==> config.mk <==
export PLATFORM = sky130hd
export DESIGN_NAME = peak_cm_pwm
export DESIGN_NICKNAME = d
export VERILOG_FILES = /design/src/rtl/pcm_pkg.sv /design/src/rtl/pcm_timer.sv /design/src/rtl/pcm_compare.sv /design/src/rtl/pcm_gate_ctl.sv /design/src/rtl/peak_cm_pwm.sv
export SDC_FILE = /design/constraint.sdc
export NUM_CORES = 1
export LEC_CHECK = 0
export ABC_AREA = 0
export BUFFER_PORTS_ARGS = -buffer_cell sky130_fd_sc_hd__buf_2
export CORE_MARGIN = 2
export CORE_UTILIZATION = 44
export CTS_CLUSTER_DIAMETER = 80
export CTS_CLUSTER_SIZE = 20
export DETAILED_ROUTE_END_ITERATION = 7
export PLACE_DENSITY = 0.71
export SKIP_CTS_REPAIR_TIMING = 1
export SYNTH_ARGS = -nofsm -noshare
export SYNTH_HDL_FRONTEND = slang
export SYNTH_SLANG_ARGS = --single-unit
==> constraint.sdc <==
create_clock -name clk -period 2.95 [get_ports clk]
set_input_delay 0.1475 -clock clk [delete_from_list [all_inputs] [get_ports clk]]
set_output_delay 0.1475 -clock clk [all_outputs]
set_load 0.05 [all_outputs]
==> src/rtl/pcm_pkg.sv <==
package pcm_pkg;
  typedef enum logic [1:0] {
    END_NONE = 2'd0,
    END_TRIP = 2'd1,
    END_MAXD = 2'd2
  } end_cause_e;

  // Position test on counter-width values widened by one bit.
  function automatic logic at_least(input int unsigned a, input int unsigned b);
    return a >= b;
  endfunction
endpackage

==> src/rtl/pcm_timer.sv <==
module pcm_timer #(
  parameter int CNT_W = 8
) (
  input  logic             clk,
  input  logic             rst_n,
  input  logic             enable,
  input  logic [CNT_W-1:0] period,
  output logic [CNT_W-1:0] pos,
  output logic             running,
  output logic             wrap
);
  logic [CNT_W:0] next_pos;

  assign next_pos = {1'b0, pos} + 1'b1;
  // A period begins on the next edge when idle or at the last position.
  assign wrap = enable && (!running || pcm_pkg::at_least(int'(next_pos), int'(period)));

  always_ff @(posedge clk or negedge rst_n) begin
    if (!rst_n) begin
      pos     <= '0;
      running <= 1'b0;
    end else if (!enable) begin
      pos     <= '0;
      running <= 1'b0;
    end else begin
      running <= 1'b1;
      pos     <= wrap ? '0 : next_pos[CNT_W-1:0];
    end
  end
endmodule

==> src/rtl/pcm_compare.sv <==
module pcm_compare #(
  parameter int DATA_W = 8
) (
  input  logic [DATA_W-1:0] sense,
  input  logic [DATA_W-1:0] offset,
  input  logic [DATA_W-1:0] command,
  input  logic [DATA_W-1:0] cmd_limit,
  output logic              hit
);
  function automatic logic [DATA_W-1:0] sat_add(input logic [DATA_W-1:0] a,
                                                input logic [DATA_W-1:0] b);
    logic [DATA_W:0] s;
    s = {1'b0, a} + {1'b0, b};
    return s[DATA_W] ? {DATA_W{1'b1}} : s[DATA_W-1:0];
  endfunction

  function automatic logic [DATA_W-1:0] clamp(input logic [DATA_W-1:0] c,
                                              input logic [DATA_W-1:0] lim);
    return (c > lim) ? lim : c;
  endfunction

  logic [DATA_W-1:0] level;
  logic [DATA_W-1:0] thresh;

  assign level  = sat_add(sense, offset);
  assign thresh = clamp(command, cmd_limit);
  assign hit    = level >= thresh;
endmodule

==> src/rtl/pcm_gate_ctl.sv <==
module pcm_gate_ctl #(
  parameter int CNT_W = 8
) (
  input  logic             clk,
  input  logic             rst_n,
  input  logic             enable,
  input  logic             wrap,
  input  logic [CNT_W-1:0] pos,
  input  logic             hit,
  input  logic [CNT_W-1:0] blank_len,
  input  logic [CNT_W-1:0] min_on,
  input  logic [CNT_W-1:0] max_on,
  output logic             gate,
  output logic             trip_flag,
  output logic             maxd_flag
);
  import pcm_pkg::*;

  logic [CNT_W:0] elapsed;
  logic           past_blank;
  logic           min_met;
  logic           at_max;
  logic           trip_ok;
  end_cause_e     cause;

  assign elapsed    = {1'b0, pos} + 1'b1;
  assign past_blank = at_least(int'(pos), int'(blank_len));
  assign min_met    = at_least(int'(elapsed), int'(min_on));
  assign at_max     = at_least(int'(elapsed), int'(max_on));
  assign trip_ok    = hit && past_blank && min_met;

  always_comb begin
    cause = END_NONE;
    if (gate && !wrap) begin
      if (at_max)       cause = END_MAXD;
      else if (trip_ok) cause = END_TRIP;
    end
  end

  always_ff @(posedge clk or negedge rst_n) begin
    if (!rst_n) begin
      gate      <= 1'b0;
      trip_flag <= 1'b0;
      maxd_flag <= 1'b0;
    end else if (!enable) begin
      gate      <= 1'b0;
      trip_flag <= 1'b0;
      maxd_flag <= 1'b0;
    end else if (wrap) begin
      gate      <= (max_on != '0);
      trip_flag <= 1'b0;
      maxd_flag <= 1'b0;
    end else begin
      gate      <= gate && (cause == END_NONE);
      trip_flag <= (cause == END_TRIP);
      maxd_flag <= (cause == END_MAXD);
    end
  end
endmodule

==> src/rtl/peak_cm_pwm.sv <==
module peak_cm_pwm #(
  parameter int DATA_W = 8,
  parameter int CNT_W  = 8
) (
  input  logic              clk,
  input  logic              rst_n,
  input  logic              enable,
  input  logic [DATA_W-1:0] sense,
  input  logic [DATA_W-1:0] command,
  input  logic [DATA_W-1:0] cmd_limit,
  input  logic [DATA_W-1:0] offset,
  input  logic [CNT_W-1:0]  period,
  input  logic [CNT_W-1:0]  min_on,
  input  logic [CNT_W-1:0]  max_on,
  input  logic [CNT_W-1:0]  blank_len,
  output logic              gate,
  output logic              trip_pulse,
  output logic              maxd_pulse
);
  logic [CNT_W-1:0] pos_w;
  logic             run_w;
  logic             wrap_w;
  logic             hit_w;
  logic             at_start_w;

  pcm_timer #(.CNT_W(CNT_W)) u_timer (
    .clk     (clk),
    .rst_n   (rst_n),
    .enable  (enable),
    .period  (period),
    .pos     (pos_w),
    .running (run_w),
    .wrap    (wrap_w)
  );

  pcm_compare #(.DATA_W(DATA_W)) u_cmp (
    .sense     (sense),
    .offset    (offset),
    .command   (command),
    .cmd_limit (cmd_limit),
    .hit       (hit_w)
  );

  pcm_gate_ctl #(.CNT_W(CNT_W)) u_ctl (
    .clk       (clk),
    .rst_n     (rst_n),
    .enable    (enable),
    .wrap      (wrap_w),
    .pos       (pos_w),
    .hit       (hit_w),
    .blank_len (blank_len),
    .min_on    (min_on),
    .max_on    (max_on),
    .gate      (gate),
    .trip_flag (trip_pulse),
    .maxd_flag (maxd_pulse)
  );

  // Named event for the checker: the counter sits at the first position of a period.
  assign at_start_w = run_w && (pos_w == '0);
endmodule

After elaboration in Yosys (flattened, before gate mapping):

Index checks and enable logic that the tools add are counted.

* register bits after elaboration: 12
* bits in latches: 0
* memory bits (writable): 0
* ROM bits: 0
* input bits: 67
* output and inout bits: 3
* memories: 0

* $add $sub $neg: 2
* multipliers: 0
* div/mod/pow operators: 0
* magnitude comparators: 6
* eq/ne operators: 2
* shift-type cells: 0
* muxes and demuxes: 14
* bitwise gates (word level): 0
* reduce and logical (&&, ||, !) cells: 10

Operators by type and width (number)
* 2-to-1 mux 8 bit: 4
* >= comparator 9 x 8 -> 1 bit: 3
* >= comparator 8 bit: 2
* adder 8 x 1 -> 9 bit, second input constant: 1
* adder 8 x 8 -> 9 bit: 1
* greater-than comparator 8 bit: 1
* 2-to-1 mux 1 bit: 8
* nonzero test 8 bit: 1
* logical AND 1 bit: 5
* 2-to-1 mux 2 bit: 2
* equality test 2 x 1 -> 1 bit, second input constant: 1
* equality test 2 bit, second input constant: 1
* logical NOT 1 bit: 2
* logical NOT 2 bit: 1
* logical OR 1 bit: 1

Longest topological paths before layout:

* depth in word-level cells: 12
* gate-level depth with buffers: 15
* depth with buffers taken out: 15

Hierarchy:

From an unflattened synthesis, not the netlist that was laid out.

* cell total of the unflattened synthesis: 270
* area total of the unflattened synthesis: 2309.7 µm²

By module, submodules not included
* pcm_gate_ctl: times used 1, cells each 111, area each 824.5 µm², sequential area each 75.1 µm²
* pcm_compare: times used 1, cells each 96, area each 805.8 µm², sequential area each 0.0 µm²
* pcm_timer: times used 1, cells each 63, area each 679.4 µm², sequential area each 225.2 µm²

Worst setup path before layout:

Ideal clock, no wire load.

* kind: input to register
* start: input port offset[0]
* end: register u_ctl.gate
* arrival: 2.791 ns
* setup slack: 0.092 ns
* stages on the path: 15
* path buffers: 0
* path through: ha_1 fa_1 a21o_1 a21oi_2 o21bai_1 o211ai_2 o2bb2ai_2 nor2b_1 ha_1 nand2b_1 a21o_1 a211oi_1 o31ai_1 nand3_1 a32o_1

* cells in the longest elaborated chain, start to end: 12

Ends and longest elaborated chain
* start, declared: RTL line peak_cm_pwm.sv:11 `input logic [DATA_W-1:0] offset,`
* adder 8 x 8 -> 9 bit: RTL line pcm_compare.sv:13 `s = {1'b0, a} + {1'b0, b};`
* 2-to-1 mux 8 bit: RTL line pcm_compare.sv:14 `return s[DATA_W] ? {DATA_W{1'b1}} : s[DATA_W-1:0];`
* >= comparator 8 bit: RTL line pcm_compare.sv:27 `assign hit = level >= thresh;`
* logical AND 1 bit (2 in series): RTL line pcm_gate_ctl.sv:30 `assign trip_ok = hit && past_blank && min_met;`
* 2-to-1 mux 1 bit: RTL line pcm_gate_ctl.sv:36 `else if (trip_ok) cause = END_TRIP;`
* 2-to-1 mux 2 bit: RTL line pcm_gate_ctl.sv:35 `if (at_max) cause = END_MAXD;`
* 2-to-1 mux 2 bit: RTL line pcm_gate_ctl.sv:34 `if (gate && !wrap) begin`
* logical NOT 2 bit: RTL line pcm_gate_ctl.sv:54 `gate <= gate && (cause == END_NONE);`
* logical AND 1 bit: RTL line pcm_gate_ctl.sv:54
* 2-to-1 mux 1 bit: RTL line pcm_gate_ctl.sv:49 `end else if (wrap) begin`
* 2-to-1 mux 1 bit: RTL line pcm_gate_ctl.sv:45 `end else if (!enable) begin`
* end signal, assigned: RTL line pcm_gate_ctl.sv:50 `gate <= (max_on != '0);`
* end signal, assigned: RTL line pcm_gate_ctl.sv:54
* end, declared: RTL line pcm_gate_ctl.sv:13 `output logic gate,`

No other way between the ends.

Worst setup path in the final report:

Same ends and word-level chain as after synthesis.

==> out/qor.json <==
{
  "setup_path": {
    "crit_path_end_kind": "flip-flop",
    "critical_path.top_delay_family": "compound AO/OA/AOI/OAI gates",
    "max_stage_delay_ns": 0.36,
    "timing.reg2reg.setup_slack_ns": 0.25,
    "cp-startpoint": "offset[0]",
    "timing.critical_path.from_type": "input pin",
    "path_depth": 16,
    "path_common_cell": "a21o_1",
    "crit_fanout": 6,
    "worst-endpoint-arrival_ns": 2.96,
    "cp.buffers_inverters": 1,
    "critical_path_required_ns": 3.13,
    "r2r_end": "u_ctl.trip_flag$_DFF_PN0_",
    "slowest_stage_cell_cp": "fa_2",
    "reg2reg_depth": 10,
    "timing_worst_setup_path_type": "input pin to flip-flop",
    "critical_path.endpoint": "u_ctl.gate$_DFF_PN0_",
    "crit_path_cell_trace": "buf_2 -> ha_2 -> fa_2 -> a21o_1 -> a21oi_2 -> o21bai_1 -> o211ai_2 -> o2bb2ai_4 -> nor2b_4 -> ha_1 -> nand2b_1 -> a21o_1 -> a211oi_2 -> o31ai_1 -> nand3_1 -> a32o_1",
    "r2r_start": "u_timer.pos[0]$_DFF_PN0_"
  },
  "drt": {
    "avgRoutedWirePerCell_microns": 12.37,
    "initialDrtViolationCount": 78,
    "num_vias": 2020,
    "postRouteWirelength_microns": 4788,
    "routed_via_density": 5.220,
    "antenna_left": 0,
    "drc": 0,
    "detailedRoute.firstPassIterationCount": 4
  },
  "sta": {
    "fmaxAchievable_mhz": 359.2,
    "number_of_pins_exceeding_their_max_slew_limit_in_the_final_report": 0,
    "finalWorstPathRequiredPeriod_ns": 2.784,
    "final_hold_viol_count": 0,
    "clock_tree_skew_after_final_layout_ns": 0.0008589,
    "final_min_period_over_clock_period_pct": 94.37,
    "timing.hold.ws_ns": 0.1321,
    "worst-slew-pin-transition_ns": 0.4640,
    "setup_viol": 0,
    "slew-limit-headroom_pct": 68.84
  },
  "logic_synthesis": {
    "postSynthRegisterBits": 12,
    "synth.yosys.seq_area_share_pct": 14.13,
    "yosys_warnings": 0,
    "synthDistinctLibCells": 45,
    "syn_nets": 376,
    "synthesis.area_per_instance_sq_um": 8.469,
    "synthesis.area_sq_um": 2126,
    "synthCells": 251
  },
  "layout": {
    "seqCellArea_sq_um": 300.3,
    "final_layout_size_suffix_gt1_share_pct": 32.13,
    "flow.area_growth_from_synthesis_pct": 26.72,
    "nets": 459,
    "area_of_combinational_cells_with_multiple_inputs_sq_um": 1709,
    "n_antenna_cell": 0,
    "finalInstanceArea_sq_um": 2694,
    "fillerInstances": 435
  },
  "floorplanning": {
    "rows": 25,
    "core_area_sq_um": 4692,
    "vertical_die_dimension_microns": 73.51,
    "start_util_pct": 45.31,
    "dieArea_sq_um": 5403,
    "floorplan.die.width_microns": 73.51,
    "boundaryPins": 70
  },
  "placement": {
    "routabilityCongestion": 0.8359,
    "postPlaceCellArea_sq_um": 2584,
    "buffer_ports.inserted": 69,
    "dp.final_hpwl_microns": 4210
  },
  "clocking": {
    "cts_root_buffer": "clkbuf_8",
    "insertion_delay_ns": 0.24,
    "clock-sinks": 12,
    "clock_tree_from_tritoncts": "yes",
    "clockBufferDepth": 2,
    "number_of_buffers_added_by_the_clock_tree_synthesis_step": 3,
    "cts_max_level": 1,
    "clock_pin_slew_worst_setup_and_hold_paths_ns": 0.05
  },
  "job": {
    "maxCapViolations": 0
  },
  "min_path": {
    "min_from": "enable",
    "min_delay_path_depth": 1,
    "hold_path.class": "input pin to flip-flop"
  },
  "power": {
    "power-per-cell-area_nw_per_um2": 250.8,
    "power.leakage_uw": 0.001600,
    "irDropWorstVdd_mv": 0.2127
  },
  "global_routing": {
    "groute.usage.overall_pct": 18.22,
    "grt_pass1_wl_microns": 7866,
    "via_count_of_the_first_global_routing_pass": 1854,
    "antenna_violations_before_repair": 0,
    "globalRoute.totalOverflow": 0,
    "pin_count_of_the_biggest_net_entering_global_routing": 13
  },
  "outcome": {
    "status": "finished, final reports clean"
  }
}
-- per-stage QoR --
stage                     total power (uW)    TNS, ns  cells  utilization [%]  worst slack, ns
after floorplan                      377.9          0    251                -          0.09188
after global placement               478.5    -0.2054    380            55.07          -0.1320
after detailed placement             483.7    -0.4147    380            55.07          -0.2397
after CTS                            663.6          0    384            56.24         0.006603
after global routing                 731.9  -0.001563    387            57.41        -0.001563
final                                675.7          0    387            57.41           0.1661
-- worst min path at each step --
stage	slack [ns]	end
2_1_floorplan	-0.15	u_ctl.gate$_DFF_PN0_
3_3_place_gp	0.03	u_timer.running$_DFF_PN0_
3_5_place_dp	0.04	u_timer.running$_DFF_PN0_
4_1_cts	-0.22	u_timer.pos[3]$_DFF_PN0_
5_1_grt	0.14	u_timer.running$_DFF_PN0_
6_report	0.13	u_timer.running$_DFF_PN0_
-- cell usage after synthesis, drive strengths merged --
cell type	n	share of area (%)
a2111oi	3	1.8
a211o	1	0.41
a211oi	2	0.71
a21boi	1	0.35
a21o	5	1.8
a21oi	11	3.5
a31oi	1	0.29
a32o	1	0.47
and2b	1	0.47
and3	8	2.8
dfrtp	12	14
fa	1	0.94
ha	57	34
inv	39	6.9
mux2	1	0.53
mux2i	7	3.3
nand2	15	3.0
nand2b	5	1.8
nand3	11	2.6
nand4	4	1.5
nor2	19	3.5
nor2b	5	1.5
nor3	5	1.4
nor3b	2	0.71
nor4	2	0.59
o2111ai	2	0.82
o211ai	1	0.59
o21a	2	0.71
o21ai	8	1.9
o21bai	2	0.71
o22ai	1	0.29
o2bb2ai	1	0.71
o31ai	3	1.1
or2	1	0.29
xnor2	7	2.9
xor2	4	1.6
-- logic make-up after synthesis --
group / synth area share, %
compound gates: 16.07
mux: 3.826
fa+ha+maj: 34.49
xor+xnor: 4.532
buf+inv: 6.886
flops: 14.13
simple gates: 20.07
-- report_power, final --
group / total, uW / internal [uW] / switching [uW] / leakage, uW
clock: 176 / 118 / 58.5 / 0.0000288
sequential: 171 / 168 / 3.62 / 0.000163
combinational: 328 / 167 / 161 / 0.00141
total: 676 / 453 / 223 / 0.00160
-- worst reg2reg max path, delay by kind of cell, from the launching register on --
kind,cells,cell delay (ns)
XOR/XNOR,1,0.26
AND/OR/NAND/NOR,5,0.69
AO/OA/AOI/OAI,2,0.56
flip-flops,1,0.50
adder cells (fa/ha/maj),2,0.61
-- cell type report --
type	count	share of cell area (%)
multi-input combinational	200	63.45
timing repair buffer	78	15.42
sequential	12	11.15
inverter	39	5.434
tap	54	2.508
clock buffer	4	2.044
-- per-layer routing --
layer  up-vias  routed length [microns]  part of all wire (%)  global-route usage [%]
met5         -                        0                     0                       0
met4         0                       36                  0.75                   3.636
met3         4                      188                   3.9                   1.372
met2        45                     2283                    48                   30.75
met1       915                     2279                    48                   25.50
li1       1056                        -                     -                       -
-- placed cells by master (no fill, tap or decap), types with 2 or more instances in the layout --
cell       netlist  final
dfrtp_1         12     12
nand2b_1         4      4
o31ai_1          3      3
nor2_1          18     18
ha_1            57     56
xor2_1           4      4
o21bai_1         2      2
o21ai_0          8      8
clkbuf_8         0      4
a21o_1           5      5
nand4_1          3      3
nor4_1           2      2
nand3_1         11     11
nor2b_1          5      4
o21a_1           2      2
o2111ai_1        2      2
buf_2            0     69
a21oi_1          8      8
xnor2_1          7      7
nand2_1         14     14
inv_1           39     39
buf_4            0      8
nor3b_1          2      2
nor3_1           4      4
mux2i_1          7      7
a2111oi_2        2      2
a21oi_2          2      2
and3_2           7      7
-- state kept, by name, summed over array words and instances (netlist names) --
register         count
u_timer.pos          8
u_ctl.gate           1
u_ctl.maxd_flag      1
u_timer.running      1
u_ctl.trip_flag      1
No activity file was read; power rests on OpenSTA's default activity.
